==> src/rtl/refhold_pkg.sv <==
package refhold_pkg;

  typedef enum logic [1:0] {
    ST_ACQ   = 2'd0,
    ST_LOCK  = 2'd1,
    ST_HOLD  = 2'd2,
    ST_REACQ = 2'd3
  } rh_state_e;

  // Arithmetic is done at a fixed 32-bit width; counters must be narrower.
  typedef logic [31:0]        rh_word_t;
  typedef logic signed [33:0] rh_err_t;

  // First-order period filter: p + floor((m - p) / 8).
  function automatic rh_word_t rh_filter(rh_word_t p, rh_word_t m);
    rh_err_t d;
    d = $signed({2'b00, m}) - $signed({2'b00, p});
    d = d >>> 3;
    return 32'($signed({2'b00, p}) + d);
  endfunction

  // Count value at which the reference is declared lost.
  function automatic rh_word_t rh_loss_limit(rh_word_t p);
    return p + (p >> 1);
  endfunction

  // Largest per-period length change during reacquisition.
  function automatic rh_word_t rh_step(rh_word_t p);
    rh_word_t s;
    s = p >> 6;
    return (s == 32'd0) ? 32'd1 : s;
  endfunction

  // Signed correction still needed when a reference edge is seen.
  // Positive: lengthen output periods; negative: shorten them.
  function automatic rh_err_t rh_phase_err(rh_word_t ocnt, rh_word_t len, rh_word_t p);
    rh_word_t d;
    d = len - 32'd1 - ocnt;
    if (d <= (p >> 1)) return -$signed({2'b00, d});
    else               return $signed({2'b00, p}) - $signed({2'b00, d});
  endfunction

  function automatic rh_err_t rh_clamp(rh_err_t e, rh_err_t s);
    if (e > s)  return s;
    if (e < -s) return -s;
    return e;
  endfunction

endpackage

==> src/rtl/rh_edge_sync.sv <==
module rh_edge_sync #(
  parameter int STAGES = 2
) (
  input  logic clk,
  input  logic rst,
  input  logic raw_in,
  output logic rise
);
  logic [STAGES:0] chain;

  always_ff @(posedge clk) begin
    if (rst) chain <= '0;
    else     chain <= {chain[STAGES-1:0], raw_in};
  end

  assign rise = chain[STAGES-1] & ~chain[STAGES];

  // a detected edge is a single-cycle event
  p_rise_single_r1: assert property (@(posedge clk) disable iff (rst)
    rise |=> !rise);

endmodule

==> src/rtl/rh_period_meter.sv <==
module rh_period_meter
  import refhold_pkg::*;
#(
  parameter int CNT_W = 24
) (
  input  logic             clk,
  input  logic             rst,
  input  logic             rise,
  output logic [CNT_W-1:0] period,
  output logic             trained,
  output logic             loss_evt
);
  localparam logic [CNT_W-1:0] CNT_MAX = '1;

  logic [CNT_W-1:0] icnt;
  logic [CNT_W-1:0] meas;
  logic [CNT_W-1:0] filt;
  logic [1:0]       nint;
  logic             have_edge;
  logic             lost;
  rh_word_t         limit;

  assign meas     = icnt + 1'b1;
  assign filt     = CNT_W'(rh_filter(32'(period), 32'(meas)));
  assign limit    = rh_loss_limit(32'(period));
  assign trained  = (nint == 2'd2);
  assign loss_evt = trained && !lost && !rise && (32'(icnt) == limit);

  always_ff @(posedge clk) begin
    if (rst) begin
      icnt      <= '0;
      period    <= '0;
      nint      <= 2'd0;
      have_edge <= 1'b0;
      lost      <= 1'b0;
    end else if (rise) begin
      icnt      <= '0;
      have_edge <= 1'b1;
      if (lost) begin
        lost <= 1'b0;           // gap spanning the outage is not a valid interval
      end else if (have_edge) begin
        period <= (nint == 2'd0) ? meas : filt;
        if (nint != 2'd2) nint <= nint + 2'd1;
      end
    end else begin
      if (icnt != CNT_MAX) icnt <= icnt + 1'b1;
      if (loss_evt) lost <= 1'b1;
    end
  end

  // a filtered update lands between the old estimate and the measurement
  p_filter_between_r2: assert property (@(posedge clk) disable iff (rst)
    (rise && have_edge && !lost && nint != 2'd0) |=>
      (($past(meas) >= $past(period)) ?
         (period >= $past(period) && period <= $past(meas)) :
         (period <= $past(period) && period >= $past(meas))));

  // a timeout is reported once, then the meter waits for an edge
  p_loss_once_r6: assert property (@(posedge clk) disable iff (rst)
    loss_evt |=> !loss_evt);

endmodule

==> src/rtl/rh_phase_gen.sv <==
module rh_phase_gen
  import refhold_pkg::*;
#(
  parameter int CNT_W    = 24,
  parameter int LOCK_TOL = 2,
  parameter int GOOD_N   = 4
) (
  input  logic             clk,
  input  logic             rst,
  input  logic             rise,
  input  logic             trained,
  input  logic             loss_evt,
  input  logic [CNT_W-1:0] period,
  output logic             pulse,
  output logic             lock,
  output logic             hold
);
  localparam int GW = $clog2(GOOD_N) + 1;
  localparam rh_err_t TOL = rh_err_t'(LOCK_TOL);

  rh_state_e        state, nxt_state;
  logic [CNT_W-1:0] ocnt, nxt_ocnt;
  logic [CNT_W-1:0] cur_len, nxt_len;
  logic [CNT_W-1:0] slewed_len;
  logic [CNT_W-1:0] half;
  rh_err_t          err_rem, nxt_err;
  rh_err_t          perr, apply, step_s, slew_sum;
  rh_word_t         step_w;
  logic [GW-1:0]    good, nxt_good;
  logic             wrap;
  logic             small_err;

  assign wrap       = (ocnt == cur_len - 1'b1);
  assign half       = period >> 1;
  assign perr       = rh_phase_err(32'(ocnt), 32'(cur_len), 32'(period));
  assign small_err  = (perr >= -TOL) && (perr <= TOL);
  assign step_w     = rh_step(32'(period));
  assign step_s     = $signed({2'b00, step_w});
  assign apply      = rh_clamp(err_rem, step_s);
  assign slew_sum   = $signed({2'b00, 32'(period)}) + apply;
  assign slewed_len = CNT_W'(slew_sum);

  always_comb begin
    nxt_state = state;
    nxt_err   = err_rem;
    nxt_good  = good;
    if (wrap) begin
      nxt_ocnt = '0;
      nxt_len  = (state == ST_REACQ) ? slewed_len : period;
    end else begin
      nxt_ocnt = ocnt + 1'b1;
      nxt_len  = cur_len;
    end
    case (state)
      ST_ACQ: begin
        nxt_ocnt = '0;
        nxt_len  = period;
        if (rise && trained) nxt_state = ST_LOCK;
      end
      ST_LOCK: begin
        if (loss_evt) begin
          nxt_state = ST_HOLD;
        end else if (rise) begin
          nxt_ocnt = '0;
          nxt_len  = period;
        end
      end
      ST_HOLD: begin
        if (rise) begin
          nxt_state = ST_REACQ;
          nxt_err   = perr;
          nxt_good  = small_err ? GW'(1) : '0;
        end
      end
      default: begin  // ST_REACQ
        if (wrap) nxt_err = err_rem - apply;
        if (loss_evt) begin
          nxt_state = ST_HOLD;
          nxt_good  = '0;
        end else if (rise) begin
          nxt_err = perr - (wrap ? apply : '0);
          if (!small_err) begin
            nxt_good = '0;
          end else if (good == GW'(GOOD_N - 1)) begin
            nxt_state = ST_LOCK;
            nxt_good  = '0;
            nxt_ocnt  = '0;
            nxt_len   = period;
          end else begin
            nxt_good = good + 1'b1;
          end
        end
      end
    endcase
  end

  always_ff @(posedge clk) begin
    if (rst) begin
      state   <= ST_ACQ;
      ocnt    <= '0;
      cur_len <= '1;
      err_rem <= '0;
      good    <= '0;
      pulse   <= 1'b0;
    end else begin
      state   <= nxt_state;
      ocnt    <= nxt_ocnt;
      cur_len <= nxt_len;
      err_rem <= nxt_err;
      good    <= nxt_good;
      pulse   <= (nxt_state != ST_ACQ) && (nxt_ocnt < half);
    end
  end

  assign lock = (state == ST_LOCK);
  assign hold = (state == ST_HOLD);

  // no output before the meter has two intervals
  p_dark_untrained_r3: assert property (@(posedge clk) disable iff (rst)
    !trained |-> !pulse);

  // a reference edge while locked restarts the output high
  p_align_r4: assert property (@(posedge clk) disable iff (rst)
    (state == ST_LOCK && rise && !loss_evt) |=> (pulse && ocnt == '0));

  // the output only rises at counter zero
  p_rise_at_zero_r5: assert property (@(posedge clk) disable iff (rst)
    $rose(pulse) |-> (ocnt == '0));

  // a timeout while tracking enters holdover
  p_loss_hold_r6: assert property (@(posedge clk) disable iff (rst)
    ((state == ST_LOCK || state == ST_REACQ) && loss_evt) |=> hold);

  // slewed period stays within one step of the learned period
  p_slew_bound_r8: assert property (@(posedge clk) disable iff (rst)
    (state == ST_REACQ && wrap) |=>
      (32'(cur_len) <= 32'($past(period)) + $past(step_w) &&
       32'(cur_len) + $past(step_w) >= 32'($past(period))));

  // lock is regained only from reacquisition on a reference edge
  p_relock_edge_r9: assert property (@(posedge clk) disable iff (rst)
    ($rose(lock) && $past(state) != ST_ACQ) |-> $past(rise && small_err));

endmodule

==> src/rtl/refhold_regen.sv <==
module refhold_regen #(
  parameter int CNT_W       = 24,
  parameter int SYNC_STAGES = 2,
  parameter int LOCK_TOL    = 2,
  parameter int GOOD_N      = 4
) (
  input  logic clk,
  input  logic rst,
  input  logic ref_in,
  output logic pulse_out,
  output logic lock_out,
  output logic hold_out
);
  logic             ref_rise;
  logic             trained;
  logic             loss_evt;
  logic [CNT_W-1:0] period;

  rh_edge_sync #(.STAGES(SYNC_STAGES)) u_sync (
    .clk    (clk),
    .rst    (rst),
    .raw_in (ref_in),
    .rise   (ref_rise)
  );

  rh_period_meter #(.CNT_W(CNT_W)) u_meter (
    .clk      (clk),
    .rst      (rst),
    .rise     (ref_rise),
    .period   (period),
    .trained  (trained),
    .loss_evt (loss_evt)
  );

  rh_phase_gen #(
    .CNT_W    (CNT_W),
    .LOCK_TOL (LOCK_TOL),
    .GOOD_N   (GOOD_N)
  ) u_phase (
    .clk      (clk),
    .rst      (rst),
    .rise     (ref_rise),
    .trained  (trained),
    .loss_evt (loss_evt),
    .period   (period),
    .pulse    (pulse_out),
    .lock     (lock_out),
    .hold     (hold_out)
  );

  // flags are cleared right after reset
  p_reset_clear_r10: assert property (@(posedge clk)
    $past(rst) |-> (!pulse_out && !lock_out && !hold_out));

endmodule

==> config.mk <==
export PLATFORM = sky130hd
export DESIGN_NAME = refhold_regen
export DESIGN_NICKNAME = d
export VERILOG_FILES = /design/src/rtl/refhold_pkg.sv /design/src/rtl/rh_edge_sync.sv /design/src/rtl/rh_period_meter.sv /design/src/rtl/rh_phase_gen.sv /design/src/rtl/refhold_regen.sv
export SDC_FILE = /design/constraint.sdc
export NUM_CORES = 1
export LEC_CHECK = 0
export BUFFER_PORTS_ARGS = -buffer_cell sky130_fd_sc_hd__buf_2
export CORE_MARGIN = 1
export CORE_UTILIZATION = 62
export DETAILED_ROUTE_END_ITERATION = 8
export PLACE_DENSITY = 0.89
export SLEW_MARGIN = 20
export SYNTH_ARGS = -nofsm -noshare
export SYNTH_HDL_FRONTEND = slang
export SYNTH_HIERARCHICAL = 1
export SYNTH_SLANG_ARGS = --single-unit
==> constraint.sdc <==
create_clock -name clk -period 18.6 [get_ports clk]
set_input_delay 2.79 -clock clk [delete_from_list [all_inputs] [get_ports clk]]
set_output_delay 2.79 -clock clk [all_outputs]
set_load 0.02 [all_outputs]
# Word-level counts from Yosys, hierarchy flattened
# Index checks and enable logic that the tools add are counted.
# word_totals
wordCells,115
reg_bits,143
inputBits,3
# op_classes
eq_ne,10
bitwise,4
n_mux,48
addsub,16
n_reduce_logical,19
magnitude_cmp,6
# op_table
op,n
24-bit two-way mux,16
34-bit two-way mux,10
24-bit one-hot mux with 3 select lines,2
32-bit negation with 34-bit output,2
34-bit one-hot mux with 2 select lines,1
34-bit subtractor,2
"24-bit by 1-bit adder with 24-bit output, second input constant",2
24-bit adder,2
"34-bit by 2-bit greater-or-equal comparator with 1-bit output, second input constant",1
34-bit by 33-bit > comparator with 1-bit output,1
"34-bit by 3-bit <= comparator with 1-bit output, second input constant",1
34-bit < comparator,1
24-bit by 32-bit subtractor with 33-bit output,1
24-bit by 32-bit == test with 1-bit output,1
32-bit by 23-bit <= comparator with 1-bit output,1
32-bit zero test,1
32-bit by 24-bit subtractor with 32-bit output,1
24-bit by 23-bit adder with 25-bit output,1
"24-bit by 1-bit subtractor with 25-bit output, second input constant",1
24-bit by 24-bit subtractor with 25-bit output,1
24-bit == test,1
24-bit by 23-bit < comparator with 1-bit output,1
"24-bit != test, second input constant",1
"24-bit by 1-bit subtractor with 24-bit output, second input constant",1
other kinds (23),50

# Logic depth before layout (Yosys ltp)
# depth
word_depth,16
mapped_depth,44
depth_no_buf,39

# Hierarchy
# The synthesis kept the hierarchy.
# modules_own_cells
module,instances,cells_each,area_each_um2
rh_phase_gen,1,2474,17195.2
rh_period_meter,1,833,6249.7
rh_edge_sync,1,7,87.6

# Worst setup path before layout
# OpenSTA, ideal clock, no wires.
# synth_path
path_kind,register -> register
start,reg u_meter.period[17]
end,reg u_phase.cur_len[23]
slack_ns,9.208
synth_period_minus_slack_ns,9.392
arrival_time_ns,9.276
stages_incl_launch_ff,40
setup_ns,0.116
path_cell_list,dfxtp_1 -> clkbuf_1 -> nor4_1 -> nand4_1 -> o41ai_1 -> inv_1 -> ha_1 -> nand3_1 -> nor3_1 -> nand2_1 -> nor3_1 -> nand4_1 -> clkbuf_1 -> nor3_1 -> ha_1 -> o21ai_0 -> a21oi_1 -> o22a_1 -> [... 4 more ...] -> mux2i_1 -> o21ai_0 -> ha_1 -> a21o_1 -> a21o_1 -> a2111oi_0 -> o311ai_0 -> a2111oi_0 -> o31ai_1 -> o41a_1 -> a41o_1 -> nor2_1 -> nor2_1 -> o21a_1 -> or4_1 -> a211oi_1 -> o21bai_1 -> a31o_2
# synth_between
elab_chain_cells,16
word_cells_on_any_way,31
classes_between,add/sub: 4; order compare: 5; eq/ne: 1; mux: 18; reduce/logical: 3
# synth_rtl
item,line,rtl
from (decl),rh_period_meter.sv:9,"output logic [CNT_W-1:0] period,"
from (signal assigned),rh_period_meter.sv:42,period <= (nint == 2'd0) ? meas : filt;
32-bit zero test,refhold_pkg.sv:31,return (s == 32'd0) ? 32'd1 : s;
18-bit two-way mux,refhold_pkg.sv:31,
32-bit negation with 34-bit output,refhold_pkg.sv:45,if (e < -s) return -s;
34-bit < comparator,refhold_pkg.sv:45,
1-bit two-way mux (2 in series),refhold_pkg.sv:45,
34-bit two-way mux,refhold_pkg.sv:46,return e;
34-bit two-way mux,refhold_pkg.sv:45,
24-bit adder,rh_phase_gen.sv:40,"assign slew_sum = $signed({2'b00, 32'(period)}) + apply;"
24-bit two-way mux,rh_phase_gen.sv:49,nxt_len = (state == ST_REACQ) ? slewed_len : period;
24-bit two-way mux,rh_phase_gen.sv:47,if (wrap) begin
24-bit two-way mux,rh_phase_gen.sv:84,end else if (good == GW'(GOOD_N - 1)) begin
24-bit two-way mux,rh_phase_gen.sv:82,if (!small_err) begin
24-bit two-way mux,rh_phase_gen.sv:80,end else if (rise) begin
24-bit two-way mux,rh_phase_gen.sv:77,if (loss_evt) begin
24-bit one-hot mux with 3 select lines *,rh_phase_gen.sv:54,case (state)
to (signal assigned),rh_phase_gen.sv:108,cur_len <= nxt_len;
to (decl),rh_phase_gen.sv:23,"logic [CNT_W-1:0] cur_len, nxt_len;"
# Every way passes the cells marked *; elsewhere a longest branch is shown, timed or not. The select of a mux whose other input is x is not followed.
# A chain may end at the register's enable or synchronous reset.

# Final worst setup path
# layout_path
start,reg u_meter.period[23]
end,reg u_phase.cur_len[23]
# The elaborated chain is that of the path after synthesis.

==> summary.md <==
| Metric | Value |
|---|---|
| Outcome | finished clean |
| N_diodes | 0 |
| Io pins | 6 |
| CTS H-tree lvls | 4 |
| Setup total negative slack | 0 ns |
| Vias in the first global route | 24.85k |
| Placement row count | 70 |
| Critical-path maximum fanout | 45 |
| Commonest non-fill, non-tap cell in the layout | ha_1 |
| Critical path launch point type | flop |
| Async S/R FF share, synth | 0 |
| CTS tree | yes |
| Proportion of layout cells with a drive suffix above 1 | 0.05424 |
| Final number of setup-violating endpoints | 0 |
| Sequential element share of the synthesized area | 0.1217 |
| Most common flop cell mapped by yosys | dfxtp_1 |
| Total GRT Usage | 0.4407 |
| Worst Path Required | 18.96 ns |
| Bufs on Longest Clock Path | 2 |
| RSZ-0062 raised after global routing | no |
| Fmax achieved | 85.31 MHz |
| Hold Slack | 0.4417 ns |
| Final cell count without fillers | 3767 |
| Hpwl dp | 67.02 mm |
| Post-CTS setup repair buffer count | 0 |
| Wirelength per Cell | 22.96 µm |
| Area grow syn2layout | 4.530% |
| Cts bufs inserted | 17 |
| Worst path max stage delay | 1.02 ns |
| Nets | 3574 |
| Crit. End Element | flop |
| Leakage | 10.15 nW |
| Antenna Nets Post-Route | 0 |
| Syn avg cell area | 7.101 µm² |
| Hold Buf Count CTS | 0 |
| Core area | 36960 µm² |
| Largest net degree at the start of global routing | 62 |
| DR vias | 26.06k |
| Initial DRC count | 2744 |
| Worst-Skew Late Latency | 0.46 ns |
| DRC Markers | 0 |
| Clock transition at the registers of the reported paths | 0.07 ns |
| Peak supply drop | 0.07362 mV |
| Initial antenna violation count | 0 |
| Fillers | 3289 |
| Mapped Area | 23530 µm² |
| FF+latch count, synth | 143 |
| Drt total wl | 86.48 mm |
| Die height | 196.8 µm |
| GPL Wtd Cong | 1.084 |
| P per Cell Area | 55.44 nW/µm² |
| Slew at the pin closest to its max-slew limit | 1.133 ns |
| Max-cap viol count | 0 |
| EDFF count, synth | 0 |
| CTS resizes | 0 |
| Final period util | 0.6302 |
| Grt ovf | 0 |
| Die Area | 38740 µm² |
| Reg2reg path depth | 37 |
| First-pass GRT wire length | 133.8 mm |
| DR vias/cell | 6.917 |
| Synth warn | 6 |
| First-pass detailed-route iteration total | 7 |
| Die W | 196.8 µm |
| WS Path Type | flop to flop |
| Number of buffers added on ports | 5 |
| Crit path DAT | 12.08 ns |
| Clock skew | 0.01022 ns |
| Fin. max-slew vios | 0 |
| Starting density of the core | 0.6367 |
| Distinct cells, synth | 100 |
| Relative slew slack | 0.2250 |
| Most frequent cells in the layout | 314 x ha_1, 313 x a21oi_1, 276 x nand2_1 |
| Root buf cell | clkbuf_16 |
| CTS Sinks | 143 |
| Tmin final | 11.72 ns |
| Fin. Hold Viols | 0 |
| Slowest cell on the critical path | a2111oi_0 |
| Post-synthesis cell count | 3314 |
| Hold path cells | 1 |
| Hold/Removal Path Class | flop to flop |
| Post-Place Cells | 3735 |
state kept, by name, indices dropped and copies added, names as in the netlist, 3 cells and up:
name,count
u_meter/icnt,24
u_meter/period,24
u_phase/cur_len,24
u_phase/err_rem,34
u_phase/good,3
u_phase/ocnt,24
u_sync/chain,3
final timing paths:
| kind | startpoint | end | slack, ns |
|---|---|---|---|
| setup / recovery | u_meter/period[23]$_SDFFE_PP0P_ | u_phase/cur_len[23]$_SDFF_PP1_ | 6.88 |
| hold reg to reg | u_sync/chain[0]$_SDFF_PP0_ | u_sync/chain[1]$_SDFF_PP0_ | 0.44 |
| hold / removal | u_sync/chain[0]$_SDFF_PP0_ | u_sync/chain[1]$_SDFF_PP0_ | 0.44 |
| setup reg to reg | u_meter/period[23]$_SDFFE_PP0P_ | u_phase/cur_len[23]$_SDFF_PP1_ | 6.88 |
Yosys cell counts, types with 33 or more instances:
master | count | area, µm²
a211oi_1 | 76 | 570.6
a21o_1 | 72 | 540.5
a21oi_1 | 313 | 1567
clkbuf_1 | 109 | 409.1
dfxtp_1 | 143 | 2863
ha_1 | 314 | 3929
inv_1 | 252 | 945.9
nand2_1 | 276 | 1036
nand2b_1 | 41 | 256.5
nand3_1 | 112 | 560.5
nand4_1 | 57 | 356.6
nor2_1 | 258 | 968.4
nor3_1 | 105 | 525.5
nor4_1 | 41 | 256.5
o211ai_1 | 42 | 315.3
o21a_1 | 37 | 277.8
o21ai_0 | 196 | 980.9
or3_1 | 33 | 206.5
xnor2_1 | 160 | 1401
xor2_1 | 106 | 928.4
cell families after synthesis:
group,after synthesis,share of synthesized area
and+or+nand+nor,1129,0.2425
AOI/OAI and AO/OA,1037,0.2867
buffers and inverters,388,0.06433
adders and majority gates,322,0.1733
xor gates and xnor gates,267,0.09969
DFF,143,0.1217
muxes,27,0.01164
other,1,0.0001594
per-stage QoR:
stage            util  power (mW)  setup WS [ns]  instance area, µm²
4_1_cts        0.6655       1.339          7.340               24600
6_report       0.6655       1.364          6.878               24600
2_1_floorplan       -      0.8079          9.208               23560
3_5_place_dp   0.6494      0.9670          7.371               24000
5_1_grt        0.6655       1.429          6.080               24600
3_3_place_gp   0.6494      0.9498          7.704               24000
power breakdown:
part	internal [mW]	switching (mW)
registers	0.311	0.00873
clock network	0.204	0.169
logic	0.243	0.428
total	0.758	0.606
cell type report:
| type | count | area [µm²] | share of cell area |
|---|---|---|---|
| inverter | 254 | 953.4 | 0.03876 |
| clock buffer | 18 | 439.2 | 0.01785 |
| clock inverter | 14 | 156.4 | 0.006358 |
| tap | 504 | 630.6 | 0.02564 |
| timing repair buffer | 44 | 320.3 | 0.01302 |
| sequential | 143 | 2863 | 0.1164 |
| multi-input combinational | 2790 | 19240 | 0.7820 |
critical path: cells and delay by family, from the launching register on:
family                     cells  cell delay, ns
and+or+nand+nor               12            3.86
muxes                          1            0.15
buffers and inverters          2            0.53
AOI/OAI and AO/OA             19            5.31
adders and majority gates      3            0.86
DFF                            1            0.87
metal layers:
layer / GRT usage / routed length, µm
met1: 0.5203 / 33120
met2: 0.7235 / 38410
met3: 0.09446 / 8988
met4: 0.2831 / 5953
met5: 0 / 0
Power figures use the tool's default switching activity.
